<file path="src/rtl/rp_pkg.sv">
`timescale 1ns/1ps
package rp_pkg;
  localparam int unsigned PAGE_BYTES = 64;

  typedef enum logic [1:0] {
    ST_HDR  = 2'd0,
    ST_DATA = 2'd1,
    ST_PAD  = 2'd2,
    ST_DROP = 2'd3
  } rp_state_e;
endpackage

</file>
<file path="src/rtl/rp_addr_ctr.sv">
`timescale 1ns/1ps
module rp_addr_ctr #(
  parameter int unsigned ADDR_W     = 15,
  parameter int unsigned SLOT_BYTES = 32
) (
  input  logic              clk_i,
  input  logic              rst_ni,
  input  logic              adv_i,
  output logic [ADDR_W-1:0] addr_o,
  output logic              wrap_o
);
  localparam logic [ADDR_W:0] STEP = (ADDR_W+1)'(SLOT_BYTES);

  logic [ADDR_W-1:0] addr_q;
  logic [ADDR_W:0]   sum;
  logic              wrap_q;

  assign sum = {1'b0, addr_q} + STEP;

  always_ff @(posedge clk_i or negedge rst_ni) begin
    if (!rst_ni) begin
      addr_q <= '0;
      wrap_q <= 1'b0;
    end else begin
      wrap_q <= adv_i & sum[ADDR_W];
      if (adv_i) addr_q <= sum[ADDR_W-1:0];
    end
  end

  assign addr_o = addr_q;
  assign wrap_o = wrap_q;
endmodule

</file>
<file path="src/rtl/rp_ctrl.sv">
`timescale 1ns/1ps
module rp_ctrl
  import rp_pkg::*;
#(
  parameter int unsigned SLOT_BYTES = 32,
  localparam int unsigned CNT_W     = $clog2(SLOT_BYTES)
) (
  input  logic clk_i,
  input  logic rst_ni,
  input  logic in_valid_i,
  input  logic in_last_i,
  input  logic hdr_ready_i,
  input  logic out_ready_i,
  output logic in_ready_o,
  output logic hdr_valid_o,
  output logic out_valid_o,
  output logic pad_o,
  output logic adv_o,
  output logic ovf_o
);
  localparam logic [CNT_W-1:0] CNT_TOP = CNT_W'(SLOT_BYTES - 1);

  rp_state_e         state_q, state_d;
  logic [CNT_W-1:0]  cnt_q, cnt_d;
  logic              ovf_q, ovf_d;
  logic              cnt_last;

  assign cnt_last = (cnt_q == CNT_TOP);

  always_comb begin
    state_d     = state_q;
    cnt_d       = cnt_q;
    ovf_d       = ovf_q;
    adv_o       = 1'b0;
    in_ready_o  = 1'b0;
    out_valid_o = 1'b0;
    hdr_valid_o = 1'b0;
    pad_o       = 1'b0;
    unique case (state_q)
      ST_HDR: begin
        hdr_valid_o = 1'b1;
        if (hdr_ready_i) begin
          state_d = ST_DATA;
          cnt_d   = '0;
        end
      end
      ST_DATA: begin
        // pass-through: no storage between input and output
        in_ready_o  = out_ready_i;
        out_valid_o = in_valid_i;
        if (in_valid_i && out_ready_i) begin
          if (cnt_last) begin
            adv_o = 1'b1;
            if (in_last_i) begin
              state_d = ST_HDR;
            end else begin
              state_d = ST_DROP;
              ovf_d   = 1'b1;
            end
          end else begin
            cnt_d = cnt_q + CNT_W'(1);
            if (in_last_i) state_d = ST_PAD;
          end
        end
      end
      ST_PAD: begin
        out_valid_o = 1'b1;
        pad_o       = 1'b1;
        if (out_ready_i) begin
          if (cnt_last) begin
            adv_o   = 1'b1;
            state_d = ST_HDR;
          end else begin
            cnt_d = cnt_q + CNT_W'(1);
          end
        end
      end
      ST_DROP: begin
        in_ready_o = 1'b1;
        if (in_valid_i && in_last_i) state_d = ST_HDR;
      end
      default: state_d = ST_HDR;
    endcase
  end

  always_ff @(posedge clk_i or negedge rst_ni) begin
    if (!rst_ni) begin
      state_q <= ST_HDR;
      cnt_q   <= '0;
      ovf_q   <= 1'b0;
    end else begin
      state_q <= state_d;
      cnt_q   <= cnt_d;
      ovf_q   <= ovf_d;
    end
  end

  assign ovf_o = ovf_q;
endmodule

</file>
<file path="src/rtl/rp_byte_mux.sv">
`timescale 1ns/1ps
module rp_byte_mux #(
  parameter int unsigned DATA_W = 8
) (
  input  logic [DATA_W-1:0] data_i,
  input  logic              pad_i,
  output logic [DATA_W-1:0] data_o
);
  for (genvar b = 0; b < DATA_W; b++) begin : g_bit
    assign data_o[b] = data_i[b] & ~pad_i;
  end
endmodule

</file>
<file path="src/rtl/rec_packer.sv">
`timescale 1ns/1ps
module rec_packer
  import rp_pkg::*;
#(
  parameter int unsigned REC_LEN    = 30,
  parameter int unsigned SLOT_BYTES = 32,
  parameter int unsigned ADDR_W     = 15,
  parameter int unsigned DATA_W     = 8,
  localparam int unsigned LEN_W     = $clog2(PAGE_BYTES) + 1
) (
  input  logic              clk_i,
  input  logic              rst_ni,
  input  logic [DATA_W-1:0] in_data_i,
  input  logic              in_valid_i,
  input  logic              in_last_i,
  output logic              in_ready_o,
  output logic              hdr_valid_o,
  input  logic              hdr_ready_i,
  output logic [ADDR_W-1:0] hdr_addr_o,
  output logic [LEN_W-1:0]  hdr_len_o,
  output logic [DATA_W-1:0] out_data_o,
  output logic              out_valid_o,
  input  logic              out_ready_i,
  output logic              wrap_o,
  output logic              ovf_o
);
  localparam bit CFG_OK = (SLOT_BYTES >= 2) && (SLOT_BYTES <= PAGE_BYTES)
                       && ((SLOT_BYTES & (SLOT_BYTES - 1)) == 0)
                       && (REC_LEN >= 1) && (REC_LEN <= SLOT_BYTES)
                       && (ADDR_W > $clog2(SLOT_BYTES));

  if (!CFG_OK) begin : g_cfg_bad
    $error("rec_packer: slot must be a power of two in 2..64 and hold the record");
  end

  logic pad, adv;

  rp_ctrl #(.SLOT_BYTES(SLOT_BYTES)) u_ctrl (
    .clk_i       (clk_i),
    .rst_ni      (rst_ni),
    .in_valid_i  (in_valid_i),
    .in_last_i   (in_last_i),
    .hdr_ready_i (hdr_ready_i),
    .out_ready_i (out_ready_i),
    .in_ready_o  (in_ready_o),
    .hdr_valid_o (hdr_valid_o),
    .out_valid_o (out_valid_o),
    .pad_o       (pad),
    .adv_o       (adv),
    .ovf_o       (ovf_o)
  );

  rp_addr_ctr #(.ADDR_W(ADDR_W), .SLOT_BYTES(SLOT_BYTES)) u_addr (
    .clk_i  (clk_i),
    .rst_ni (rst_ni),
    .adv_i  (adv),
    .addr_o (hdr_addr_o),
    .wrap_o (wrap_o)
  );

  rp_byte_mux #(.DATA_W(DATA_W)) u_mux (
    .data_i (in_data_i),
    .pad_i  (pad),
    .data_o (out_data_o)
  );

  assign hdr_len_o = LEN_W'(SLOT_BYTES);
endmodule

</file>
<file path="config.mk">
export PLATFORM = sky130hd
export DESIGN_NAME = rec_packer
export DESIGN_NICKNAME = d
export VERILOG_FILES = /design/src/rtl/rp_pkg.sv /design/src/rtl/rp_addr_ctr.sv /design/src/rtl/rp_ctrl.sv /design/src/rtl/rp_byte_mux.sv /design/src/rtl/rec_packer.sv
export SDC_FILE = /design/constraint.sdc
export NUM_CORES = 1
export LEC_CHECK = 0
export CORE_MARGIN = 4
export CORE_UTILIZATION = 46
export DETAILED_ROUTE_END_ITERATION = 7
export PLACE_DENSITY = 0.93
export SYNTH_ARGS = -nofsm -noshare
export SYNTH_HDL_FRONTEND = slang
export SYNTH_SLANG_ARGS = --single-unit
export TNS_END_PERCENT = 1
</file>
<file path="constraint.sdc">
create_clock -name clk_i -period 3.9 [get_ports clk_i]
set_input_delay 0.78 -clock clk_i [delete_from_list [all_inputs] [get_ports clk_i]]
set_output_delay 0.78 -clock clk_i [all_outputs]
set_load 0.005 [all_outputs]
</file>
==> impl_metrics.yaml <==
routing:
  vias: 956
  wl_per_cell_um: 13.8
  vias_per_cell: 5.17
  drt_iter0_drc: 25
  wirelength_mm: 2.55
  firstDrtPassIters: 4
  detail-route-antenna-nets: 0
  drc: 0
timing:
  setup_ws_ps: 1120
  setup_tns_ps: 0
  fin_skew_ps: 5.62
  report.final.slew_viol_count: 0
  rsz0062_at_grt: "false"
  min_period_ps: 2780
  max_freq_ghz: 0.360
  setup_viol: 0
  final_hold_viol_count: 0
  hold_ws_ps: 512
  fin_crit_sh: 0.713
  slew_headroom: 0.458
  worst_pin_slew_ps: 810
yosys:
  synth_xor_area_frac: 0.0665
  ys_seq_area_frac: 0.401
  synth_compound_area_frac: 0.112
  yosysUniqueCellTypes: 38
  synthFlopType: "dfrtp_1"
  synth.avg_cell_area_um2: 9.96
  synth.mux.area_fraction: 0.0391
  synth_top_area_frac: 0.401
  async_reset_ff_frac: 1.00
  synthTopCellsByArea: "dfrtp_1, ha_1, buf_4, xnor2_1, nor2b_1"
  synth_top_family_by_area: "simple AND/OR/NAND/NOR gates"
  yosys.area_share.simple: 0.176
  netlist_area_um2: 1180
  ys_seq_elements: 19
  ys_warn_count: 0
  yosysTopAreaCell: "dfrtp_1"
  syn_inst: 119
  yosysMostFrequentCell: "dfrtp_1"
  synth_common_cells: "dfrtp_1, buf_4, ha_1, inv_1, nor2b_1"
  synth_fa_ha_area_frac: 0.0845
  synth_edf_count: 0
die:
  start_util: 0.478
  die-area_um2: 3450
  die_h_um: 58.8
  die_x_um: 58.8
  core-area_um2: 2480
  io_pins: 49
  rows: 18
placed_design:
  place.gp.congestion: 0.793
  placed_cells: 181
  post-place-ws_ps: 1120
  hpwl_mm: 2.05
  placed_area_um2: 1520
  port-buffer-count: 36
worst_setup_path:
  path_class: "in -> out"
  critPathRequiredTime_ps: 3120
  cp-start-kind: "input port"
  arrival_ps: 2000
  critPathMaxFanout: 5
  cp-end-kind: "output port"
final_layout:
  multiInputGateArea_um2: 612
  finish.utilization: 0.622
  drive_gt1_frac: 0.0516
  final_cells: 185
  fillCellCount: 223
  n_antenna_cell: 0
  area.sequential_um2: 475
  syn_to_final_growth_pct: 30.1
  nets: 178
  stdcell_area_um2: 1540
grt:
  grt.overflow.total: 0
  grt_usage: 0.154
  grt_max_degree: 20
  grt_pass1_wl_mm: 4.14
  antenna_found_initial: 0
  grt_pass1_vias: 978
pwr:
  peakVddDrop_v: 0.000385
  total_power_mw: 0.675
  powerDensity_nw_per_um2: 438
  p_leak_nw: 0.730
clock_tree:
  cts_tree: "done"
  cts.sinks: 19
  cts_resized: 0
  numCtsBuffers: 3
  clk_latency_ps: 280
  cts_max_path_buffers: 2
  cts-root-buf: "clkbuf_4"
  htree_levels: 1
  hold_buffers: 0
  clk_pin_slew_ps: 90
  cts_setup_buffers: 0
worst_hold_path:
  hp-class: "reg -> reg"
outcome:
  status: "completed"
job:
  drv_cap: 0
[kinds of logic (layout without fill, tap and decap cells)]
kind of cell    Yosys count  count (layout)
compound gates           18              18
buf+inv                  22              48
mux                       4               4
other cells               2              12
fa+ha+maj                 8               8
flops                    19              19
xor+xnor                  9               9
simple gates             37              37
[worst max-delay path: stages]
cell,delay [ps]
clkdlybuf4s50_1,530
a21oi_1,80
nor2_1,100
clkdlybuf4s50_1,510
[routing by layer]
| layer | global-route usage | share of wire | up-vias |
|---|---|---|---|
| met5 | 0 | 0 | - |
| met4 | 0.0518 | 0.013 | 0 |
| met3 | 0.0439 | 0.11 | 4 |
| met2 | 0.287 | 0.50 | 54 |
| met1 | 0.164 | 0.38 | 441 |
| li1 | - | - | 457 |
[layout by cell type, fill, tap and decap left out, types with 2 or more instances in the layout]
cell and count:
clkbuf_4 3, and3_1 2, nor3_1 2, nand4_1 3, ha_1 8, mux2i_1 2
inv_1 8, nor2_1 5, xor2_1 3, conb_1 12, o21ai_0 3, xnor2_1 6
a21oi_1 4, dfrtp_1 19, nand2b_1 3, nand2_1 5, clkdlybuf4s50_1 36, nand4b_1 2
nand3_1 3, nor2b_1 8
[sequential cells by signal, indices dropped and copies added, names as in the netlist]
signal          cells
u_addr.addr_o      10
u_addr.wrap_o       1
u_ctrl.cnt_q        5
u_ctrl.ovf_o        1
u_ctrl.state_q      2
[area by class of cell]
| class | count | share of cell area |
|---|---|---|
| Tap cell | 30 | 0.0244 |
| Multi-Input combinational cell | 88 | 0.397 |
| Timing Repair Buffer | 36 | 0.234 |
| Clock buffer | 4 | 0.0170 |
| Sequential cell | 19 | 0.308 |
| Inverter | 8 | 0.0195 |
[report_power, final]
group | total [mW] | leakage (nW) | internal [mW] | switching (mW)
sequential | 0.243 | 0.255 | 0.222 | 0.0215
clock | 0.0919 | 0.0150 | 0.0397 | 0.0522
combinational | 0.340 | 0.460 | 0.171 | 0.169
total | 0.675 | 0.730 | 0.433 | 0.242
[worst paths after layout]
check | start | endpoint | slack, ps | cells past startpoint
setup / recovery | in_valid_i | out_valid_o | 1120 | 4
hold / removal | u_addr.addr_o[13] | u_addr.addr_o[13] | 510 | 1
setup reg to reg | u_ctrl.cnt_q[0] | u_ctrl.state_q[1] | 1840 | 6
hold reg to reg | u_addr.addr_o[13] | u_addr.addr_o[13] | 510 | 1
max in group asynchronous | rst_ni | u_ctrl.cnt_q[0] | 2440 | 1
min in group asynchronous | rst_ni | u_addr.addr_o[5] | 950 | 1
(Power assumes the default switching activity.)
